## src/rtl/cpu_timer_pkg.sv

```systemverilog
// Package: shared word indices and decoded-access strobes for the
// per-processor timer. Assumes a four-word register window.
package cpu_timer_pkg;

    // Word index inside the window; the index values are visible to software.
    typedef enum logic [1:0] {
        SEL_TOP     = 2'd0,  // limit (counter mode) / count high (user mode)
        SEL_LOW     = 2'd1,  // count (counter mode) / count low (user mode)
        SEL_LIMKEEP = 2'd2,  // limit load that keeps the count
        SEL_RUN     = 2'd3   // run control
    } sel_e;

    // One strobe per register action, already qualified by mode.
    typedef struct packed {
        logic ld_lim_rst;   // load limit, zero count, drop irq
        logic ld_lim_keep;  // load limit only
        logic ld_high;      // load count high half
        logic ld_low;       // load count low half
        logic run_wr;       // write running bit
        logic rd_clear;     // read of limit word clears flag and irq
    } act_t;

endpackage

```

## src/rtl/cpu_timer_decode.sv

```systemverilog
// Module: turns bus strobes and word index into action strobes.
// Assumes: mode_q is the effective mode; xfer marks a mode-change cycle,
// in which every bus action is dropped.
module cpu_timer_decode
    import cpu_timer_pkg::*;
(
    input  logic       mode_q,
    input  logic       xfer,
    input  logic       wr_en,
    input  logic       rd_en,
    input  logic [1:0] sel,
    output act_t       act
);

    sel_e sel_w;
    logic wr_ok;
    logic rd_ok;

    // Qualify strobes; a mode change swallows the access.
    always_comb begin
        sel_w = sel_e'(sel);
        wr_ok = wr_en && !xfer;
        rd_ok = rd_en && !xfer;
    end

    // Map word index and mode to register actions.
    always_comb begin
        act             = '0;
        act.ld_lim_rst  = wr_ok && (sel_w == SEL_TOP) && !mode_q;
        act.ld_lim_keep = wr_ok && (sel_w == SEL_LIMKEEP);
        act.ld_high     = wr_ok && (sel_w == SEL_TOP) && mode_q;
        act.ld_low      = wr_ok && (sel_w == SEL_LOW) && mode_q;
        act.run_wr      = wr_ok && (sel_w == SEL_RUN) && mode_q;
        act.rd_clear    = rd_ok && (sel_w == SEL_TOP) && !mode_q;
    end

endmodule

```

## src/rtl/cpu_timer_count.sv

```systemverilog
// Module: count register in tick units plus the limit register.
// Assumes: the count is kept in units of 2**TICK_LSB; the counter-mode
// count never exceeds LIM_W bits because every mode change zeroes it.
module cpu_timer_count #(
    parameter int WORD_W   = 32,
    parameter int TICK_LSB = 9,
    localparam int WIDE_W  = 2 * WORD_W - 1,
    localparam int PER_W   = WIDE_W - TICK_LSB,
    localparam int LOW_PW  = WORD_W - TICK_LSB,
    localparam int HIGH_W  = PER_W - LOW_PW,
    localparam int LIM_W   = WORD_W - 1 - TICK_LSB
) (
    input  logic              clk,
    input  logic              rst_n,
    input  logic              mode_q,
    input  logic              xfer,
    input  logic              running,
    input  logic              tick,
    input  logic              ld_lim_rst,
    input  logic              ld_lim_keep,
    input  logic              ld_high,
    input  logic              ld_low,
    input  logic [LOW_PW-1:0] wr_field,
    input  logic [HIGH_W-1:0] wr_hi,
    output logic [PER_W-1:0]  per_q,
    output logic [LIM_W-1:0]  lim_q,
    output logic              hit
);

    logic [PER_W:0] nxt_x;
    logic [PER_W:0] term_x;
    logic           ld_any;

    // Terminal value in units: fixed all-ones in user mode, else the limit
    // (zero limit means the full counter-mode range).
    always_comb begin
        if (mode_q)
            term_x = {1'b0, {PER_W{1'b1}}};
        else if (lim_q == '0)
            term_x = {{(PER_W + 1 - LIM_W){1'b0}}, {LIM_W{1'b1}}};
        else
            term_x = {{(PER_W + 1 - LIM_W){1'b0}}, lim_q};
    end

    // Next value and terminal detection; loads and mode changes win.
    always_comb begin
        nxt_x  = {1'b0, per_q} + {{PER_W{1'b0}}, 1'b1};
        ld_any = ld_lim_rst || ld_high || ld_low;
        hit    = running && tick && !xfer && !ld_any && (nxt_x >= term_x);
    end

    // Count register: mode change > reset-load > half loads > wrap > advance.
    always_ff @(posedge clk) begin
        if (!rst_n)
            per_q <= '0;
        else if (xfer || ld_lim_rst)
            per_q <= '0;
        else if (ld_high)
            per_q[PER_W-1 -: HIGH_W] <= wr_hi;
        else if (ld_low)
            per_q[LOW_PW-1:0] <= wr_field;
        else if (hit)
            per_q <= '0;
        else if (running && tick)
            per_q <= nxt_x[PER_W-1:0];
    end

    // Limit register, loaded from word 0 (counter mode) or word 2.
    always_ff @(posedge clk) begin
        if (!rst_n)
            lim_q <= '0;
        else if (ld_lim_rst || ld_lim_keep)
            lim_q <= wr_field[LIM_W-1:0];
    end

endmodule

```

## src/rtl/cpu_timer_flags.sv

```systemverilog
// Module: mode tracking, running bit, reached flag and interrupt.
// Assumes: act strobes are already qualified by mode and by xfer.
module cpu_timer_flags (
    input  logic clk,
    input  logic rst_n,
    input  logic user_mode,
    input  logic hit,
    input  logic ld_lim_rst,
    input  logic ld_high,
    input  logic ld_low,
    input  logic run_wr,
    input  logic run_bit,
    input  logic rd_clear,
    output logic mode_q,
    output logic xfer,
    output logic running,
    output logic reached,
    output logic irq
);

    logic enter_user;
    logic leave_user;

    // Mode-change detection against the registered copy.
    always_comb begin
        xfer       = (user_mode != mode_q);
        enter_user = xfer && user_mode;
        leave_user = xfer && !user_mode;
    end

    // Registered copy of the mode input.
    always_ff @(posedge clk) begin
        if (!rst_n) mode_q <= 1'b0;
        else        mode_q <= user_mode;
    end

    // Running bit: stop on entering user mode, run on leaving it.
    always_ff @(posedge clk) begin
        if (!rst_n)          running <= 1'b1;
        else if (enter_user) running <= 1'b0;
        else if (leave_user) running <= 1'b1;
        else if (run_wr)     running <= run_bit;
    end

    // Reached flag: a hit wins over any same-cycle clear.
    always_ff @(posedge clk) begin
        if (!rst_n)                             reached <= 1'b0;
        else if (hit)                           reached <= 1'b1;
        else if (ld_high || ld_low || rd_clear) reached <= 1'b0;
    end

    // Interrupt: counter-mode hits only.
    always_ff @(posedge clk) begin
        if (!rst_n)                      irq <= 1'b0;
        else if (enter_user)             irq <= 1'b0;
        else if (hit && !mode_q)         irq <= 1'b1;
        else if (ld_lim_rst || rd_clear) irq <= 1'b0;
    end

endmodule

```

## src/rtl/cpu_timer.sv

```systemverilog
// Module: per-processor timer with counter and user personalities.
// Assumes: tick is a one-cycle enable per count period; rd_data is
// combinational and rd_en only gates read side effects.
module cpu_timer
    import cpu_timer_pkg::*;
#(
    parameter int WORD_W   = 32,
    parameter int TICK_LSB = 9
) (
    input  logic              clk,
    input  logic              rst_n,
    input  logic              tick,
    input  logic              user_mode,
    input  logic [1:0]        sel,
    input  logic              wr_en,
    input  logic              rd_en,
    input  logic [WORD_W-1:0] wr_data,
    output logic [WORD_W-1:0] rd_data,
    output logic              irq
);

    localparam int WIDE_W = 2 * WORD_W - 1;
    localparam int PER_W  = WIDE_W - TICK_LSB;
    localparam int LOW_PW = WORD_W - TICK_LSB;
    localparam int HIGH_W = PER_W - LOW_PW;
    localparam int LIM_W  = WORD_W - 1 - TICK_LSB;

    act_t              act;
    logic              mode_q;
    logic              xfer;
    logic              running;
    logic              reached;
    logic              hit;
    logic [PER_W-1:0]  per_q;
    logic [LIM_W-1:0]  lim_q;

    cpu_timer_decode u_dec (
        .mode_q (mode_q),
        .xfer   (xfer),
        .wr_en  (wr_en),
        .rd_en  (rd_en),
        .sel    (sel),
        .act    (act)
    );

    cpu_timer_count #(
        .WORD_W   (WORD_W),
        .TICK_LSB (TICK_LSB)
    ) u_cnt (
        .clk         (clk),
        .rst_n       (rst_n),
        .mode_q      (mode_q),
        .xfer        (xfer),
        .running     (running),
        .tick        (tick),
        .ld_lim_rst  (act.ld_lim_rst),
        .ld_lim_keep (act.ld_lim_keep),
        .ld_high     (act.ld_high),
        .ld_low      (act.ld_low),
        .wr_field    (wr_data[WORD_W-1:TICK_LSB]),
        .wr_hi       (wr_data[HIGH_W-1:0]),
        .per_q       (per_q),
        .lim_q       (lim_q),
        .hit         (hit)
    );

    cpu_timer_flags u_flg (
        .clk        (clk),
        .rst_n      (rst_n),
        .user_mode  (user_mode),
        .hit        (hit),
        .ld_lim_rst (act.ld_lim_rst),
        .ld_high    (act.ld_high),
        .ld_low     (act.ld_low),
        .run_wr     (act.run_wr),
        .run_bit    (wr_data[0]),
        .rd_clear   (act.rd_clear),
        .mode_q     (mode_q),
        .xfer       (xfer),
        .running    (running),
        .reached    (reached),
        .irq        (irq)
    );

    // Read mux: the same words change meaning with the mode.
    always_comb begin
        rd_data = '0;
        case (sel_e'(sel))
            SEL_TOP:
                rd_data = mode_q ? {reached, per_q[PER_W-1 -: HIGH_W]}
                                 : {1'b0, lim_q, {TICK_LSB{1'b0}}};
            SEL_LOW:
                rd_data = mode_q ? {per_q[LOW_PW-1:0], {TICK_LSB{1'b0}}}
                                 : {reached, per_q[LIM_W-1:0], {TICK_LSB{1'b0}}};
            SEL_RUN:
                rd_data = {{(WORD_W - 1){1'b0}}, running};
            default:
                rd_data = '0;
        endcase
    end

endmodule

```

## config.mk

```make
export PLATFORM = sky130hd
export DESIGN_NAME = cpu_timer
export DESIGN_NICKNAME = d
export VERILOG_FILES = /design/src/rtl/cpu_timer_pkg.sv /design/src/rtl/cpu_timer_decode.sv /design/src/rtl/cpu_timer_count.sv /design/src/rtl/cpu_timer_flags.sv /design/src/rtl/cpu_timer.sv
export SDC_FILE = /design/constraint.sdc
export NUM_CORES = 1
export LEC_CHECK = 0
export BUFFER_PORTS_ARGS = -buffer_cell sky130_fd_sc_hd__buf_2
export CAP_MARGIN = 20
export CORE_MARGIN = 3
export CORE_UTILIZATION = 30
export DETAILED_ROUTE_END_ITERATION = 6
export PLACE_DENSITY = 0.53
export SLEW_MARGIN = 20
export SYNTH_ARGS = -nofsm -noshare
export SYNTH_HDL_FRONTEND = slang
export SYNTH_SLANG_ARGS = --single-unit
```

## constraint.sdc

```tcl
create_clock -name clk -period 6.9 [get_ports clk]
set_input_delay 0.69 -clock clk [delete_from_list [all_inputs] [get_ports clk]]
set_output_delay 0.69 -clock clk [all_outputs]
set_load 0.03 [all_outputs]
```

==> results of run 1 <==
[final cells by class]
type	count	area (um2)
repair buffers	87	473
clock inverters	4	45.0
multi-input cells	698	4690
flip-flops and latches	80	1600
well taps	275	344
clock buffers	11	243
fillers	2303	13800
inverters	8	30.0
[report_power, final]
group          switching (uW)  leakage [uW]  total [uW]  internal, uW
logic                     159       0.00202         234          75.2
clock network             204      0.000145         491           287
registers                11.3      0.000647         481           470
[cells in the mapped netlist, drive strengths merged, types with 3 or more instances]
| cell | number | share of area [%] |
|---|---|---|
| clkbuf | 48 | 2.8 |
| or3 | 4 | 0.38 |
| a211oi | 6 | 0.69 |
| mux2i | 21 | 3.2 |
| and4 | 11 | 1.5 |
| xnor2 | 45 | 6.0 |
| nor2 | 121 | 7.0 |
| a21boi | 24 | 2.8 |
| inv | 8 | 0.46 |
| a221oi | 39 | 7.6 |
| o21ai | 66 | 5.0 |
| a222oi | 4 | 0.61 |
| nand3 | 43 | 3.3 |
| and3 | 12 | 1.1 |
| dfxtp | 80 | 24 |
| nand2 | 81 | 4.6 |
| nor4 | 12 | 1.1 |
| buf | 13 | 1.3 |
| a21oi | 48 | 3.7 |
| and2 | 9 | 0.86 |
| nor3 | 16 | 1.5 |
| nand4 | 29 | 2.9 |
| nor3b | 5 | 0.57 |
| a21o | 4 | 0.46 |
| nand3b | 3 | 0.34 |
| ha | 56 | 11 |
| a31oi | 6 | 0.80 |
| xor2 | 10 | 1.3 |
| nor2b | 3 | 0.29 |
[metrics by stage]
stage,utilization (%),instance area (um2),setup slack [ps]
global placement,33.6,7140,1300
detailed placement,33.6,7140,1200
finish,35.0,7420,1050
CTS,35.0,7420,1170
floorplan,-,6550,2640
global route,35.0,7420,791
[sequential cells by signal, summed over array words and instances, names as in the netlist]
| signal | count |
|---|---|
| u_flg.mode_q | 1 |
| u_flg.reached | 1 |
| u_cnt.lim_q | 22 |
| u_cnt.per_q | 54 |
| u_flg.running | 1 |
| u_flg.irq | 1 |
[layer usage]
| layer | vias to the layer above | GRT usage, % |
|---|---|---|
| met1 | 3083 | 27.1 |
| met5 | - | 0 |
| met2 | 206 | 31.6 |
| met3 | 38 | 2.14 |
| li1 | 3187 | - |
| met4 | 0 | 7.70 |
[path summary, 6_finish.rpt]
kind              slack, ps  cells past startpoint         endpoint
hold / removal          490                      2    u_flg.reached
setup reg to reg       1050                     16  u_cnt.per_q[48]
hold reg to reg         490                      2    u_flg.reached
setup / recovery       1050                     16  u_cnt.per_q[48]
[cell families (layout without fill, tap and decap cells)]
logic type,Yosys count,count (layout),synth area share (%)
DFF,80,80,24.5
AOI/OAI and AO/OA,209,209,23.3
adders and majority gates,56,56,10.7
and+or+nand+nor,356,356,26.3
buffers and inverters,69,110,4.49
muxes,22,22,3.38
xor gates and xnor gates,55,55,7.36
[critical path: cells and delay by family (launching register included)]
family          cells  cell delay, ps
compound gates      3            1280
simple gates        9            2810
fa+ha+maj           2             520
buf+inv             1             290
flops               1             510
xor+xnor            1             300
==> out/metrics.yaml, run 1 <==
cts_resized: 0
finalHoldViolCount: 0
final_cells: 1163
worstPathRequired_ps: 7120
antennaDiodeCount: 0
post_cts_buffers: 0
antenna_found_initial: 0
dieArea_mm2: 0.0236
dr.max_layer_used: "met4"
drc: 0
dr.pass1.iters: 5
syn-instance-count: 847
dr_wl_met2_um: 10900
drt-met1-wl_um: 10800
min-delay-start: "u_flg.reached"
start_kind: "flop"
tritoncts: "yes"
die_w_um: 154
die_y_um: 154
ios: 73
layout_commonest_cell: "nor2_1"
layout-drive-gt1-share_pct: 16.0
syn-cell-area_mm2: 0.00655
drt_iter0_markers: 431
std_cell_rows: 53
holdWs_ps: 489
power.total_uw: 1210
area_growth_pct: 13.4
synth_nets: 943
slowest_delay_ps: 880
irDropWorstVdd_mv: 0.113
coreArea_mm2: 0.0212
yosysWarnings: 0
insertion_delay_ps: 350
post-place-cells: 1148
path_clk_slew_ps: 60
fmax_ghz: 0.171
gr-total-overflow: 0
setup_tns_ps: 0
clock-skew-final_ps: 7.68
dr_wl_met3_um: 1190
ctsHoldBuffers: 0
maxCapViolCount: 0
holdCritPathClass: "flop to flop"
clock_sinks: 80
ys_ff_latch: 80
crit_path_top_delay_cell: "nor3_1"
via_per_inst: 5.60
dpl.hpwl_um: 17300
path_cells: "ha_1, nand4_1, nor3_1, nand4_1, nor2_1, xor2_1, ha_1, nand4_1, nor4_1, nand2_1, o221a_2, a21oi_1, nor3_4, buf_4, a222oi_1, nor2_1"
globalplace.congestion: 0.869
h-tree-depth: 3
wl_um: 23500
relSlewSlack_pct: 29.5
vias: 6514
setup_viol: 0
power_density_mw_per_mm2: 162
synth_cell_types: 54
crit_fanout: 19
track_usage_pct: 19.7
finalCritPeriodShare_pct: 84.8
final_cell_mix: "118 x nor2_1, 81 x nand2_1, 79 x dfxtp_1"
worst_pin_slew_ps: 1060
syn_avg_cell_area_um2: 7.73
synth-edff-count: 0
crit_type: "flop to flop"
ant_nets: 0
endpoint_kind: "flop"
grt_max_degree: 57
outcome: "finished, final reports clean"
start_util_pct: 30.8
numCtsBuffers: 9
rr_startpoint: "u_cnt.per_q[0]"
cts.path.max_buffers: 2
startpoint: "u_cnt.per_q[0]"
synth_ff_type: "dfxtp_1"
final_nets: 980
leakage_uw: 0.00282
grt_first_pass_wirelength_um: 36900
cp_common_cell: "nand4_1"
rsz0062_at_grt: "false"
io_buffers: 72
arrival_ps: 6070
cts_root_buf: "clkbuf_16"
period_needed_ps: 5850
wl_per_cell_um: 20.2
grt_pass1_vias: 6240
async_reset_ff_share_pct: 0
slew_violations: 0
synth_seq_area_share_pct: 24.5
(Power assumes the default switching activity.)
==> run 2, diff against run 1 <==
==> constraint.sdc (replaced) <==
create_clock -name clk -period 5.7 [get_ports clk]
set_input_delay 0.57 -clock clk [delete_from_list [all_inputs] [get_ports clk]]
set_output_delay 0.57 -clock clk [all_outputs]
set_load 0.03 [all_outputs]
==> out/metrics.yaml, run 2 (synthesis gave the netlist of run 1 again) <==
outcome: "finished, final reports clean"
die_w_um: 154
dpl.hpwl_um: 17500
start_util_pct: 30.8
gr-total-overflow: 0
antenna_found_initial: 0
clock-skew-final_ps: 5.66
cts.path.max_buffers: 2
h-tree-depth: 3
via_per_inst: 5.56
worstPathRequired_ps: 5990
setup_viol: 0
antennaDiodeCount: 0
start_kind: "flop"
area_growth_pct: 14.5
relSlewSlack_pct: 28.2
rsz0062_at_grt: "false"
leakage_uw: 0.00286
cts_resized: 0
p_switching_uw: 455
globalplace.congestion: 0.855
reg.largest.list: "u_cnt.per_q (54), u_cnt.lim_q (22)"
grt_max_degree: 51
drc: 0
path_clk_slew_ps: 60
dr.pass1.iters: 5
period_needed_ps: 5170
layout-drive-gt1-share_pct: 16.6
endpoint_kind: "flop"
vias: 6507
post_cts_buffers: 0
ios: 73
regMostFlops: "u_cnt.per_q"
wl_um: 23800
worst_pin_slew_ps: 1070
arrival_ps: 5460
irDropWorstVdd_mv: 0.134
crit_type: "flop to flop"
slew_violations: 0
layout_commonest_cell: "nor2_1"
maxCapViolCount: 0
internal-power_uw: 1020
grt_pass1_vias: 6121
io_buffers: 72
ant_nets: 0
clock_sinks: 80
p_clk_share_pct: 41.2
crit_fanout: 20
ctsHoldBuffers: 0
std_cell_rows: 53
power_frac_comb_pct: 19.5
drt_iter0_markers: 432
holdWs_ps: 463
power_density_mw_per_mm2: 197
n_fill_cell: 2252
coreArea_mm2: 0.0212
seq_power_share_pct: 39.3
dieArea_mm2: 0.0236
holdCritPathClass: "input pin to flop"
tritoncts: "yes"
finalHoldViolCount: 0
fmax_ghz: 0.193
insertion_delay_ps: 350
final_cell_mix: "118 x nor2_1, 81 x nand2_1, 79 x dfxtp_1"
finalCritPeriodShare_pct: 90.7
final_nets: 986
grt_first_pass_wirelength_um: 37000
setup_tns_ps: 0
cts_root_buf: "clkbuf_16"
numCtsBuffers: 9
largest_register_ffs: 54
track_usage_pct: 19.8
swShare_pct: 30.8
die_y_um: 154
wl_per_cell_um: 20.3
==> run 2: cell count changes in the layout (fill, tap and decap cells not counted) <==
cell	delta
buf_4	+5
buf_12	+1
clkbuf_1	+1
clkbuf_8	+1
clkinv_2	-1
or3_1	-1
or3_2	+1
==> run 2: per-layer routing <==
layer	GRT usage, %	part of all wire, %	up-vias
met4	7.32	2.7	0
met1	26.7	46	3120
li1	-	-	3197
met2	32.8	48	159
met3	1.80	3.9	31
met5	0	0	-
==> run 2: layout make-up <==
type / instances / area [um2] / area share (%)
multi-input combinational: 698 / 4690 / 62.5
inverter: 8 / 30.0 / 0.401
clock buffer: 13 / 260 / 3.47
clock inverter: 3 / 40.0 / 0.534
timing repair buffer: 93 / 531 / 7.08
tap: 275 / 344 / 4.59
sequential: 80 / 1600 / 21.4
==> run 2: critical path, stage by stage, from the launching register on <==
cell and delay [ps]:
dfxtp_1 440, ha_1 270, nand4_1 210, or4_4 600, nor3_4 280, buf_4 210
nand3_1 90, xnor2_1 210, ha_1 290, a2111oi_0 360, o21ai_0 150, a31oi_1 210
o21a_1 190, a31oi_4 160, nor3_4 890, buf_4 310, a221oi_1 100, nor2_1 140
==> run 2: final timing paths <==
path	from	depth (start not counted)	endpoint	slack, ps
worst max register to register	u_cnt.per_q[0]	17	u_cnt.per_q[52]	530
worst min register to register	u_flg.reached	2	u_flg.reached	480
worst min-delay path	user_mode	2	u_flg.mode_q	460
worst max-delay path	u_cnt.per_q[0]	17	u_cnt.per_q[52]	530
==> run 2: through the flow <==
stage | instance area (um2) | utilization (%) | cells | setup WS (ps) | total power [uW]
floorplan | 6550 | - | 847 | 1440 | 780
global placement | 7190 | 33.9 | 1154 | 637 | 879
detailed placement | 7190 | 33.9 | 1154 | 535 | 881
CTS | 7490 | 35.3 | 1170 | 530 | 1490
global route | 7490 | 35.3 | 1170 | 28.7 | 1540
finish | 7490 | 35.3 | 1170 | 532 | 1480
==> run 2: power groups by stage <==
stage	combinational, uW	clock, uW	sequential [uW]
finish	288	609	581
global route	319	639	582
CTS	288	622	581
detailed placement	287	0	594
global placement	285	0	594
floorplan	192	0	588
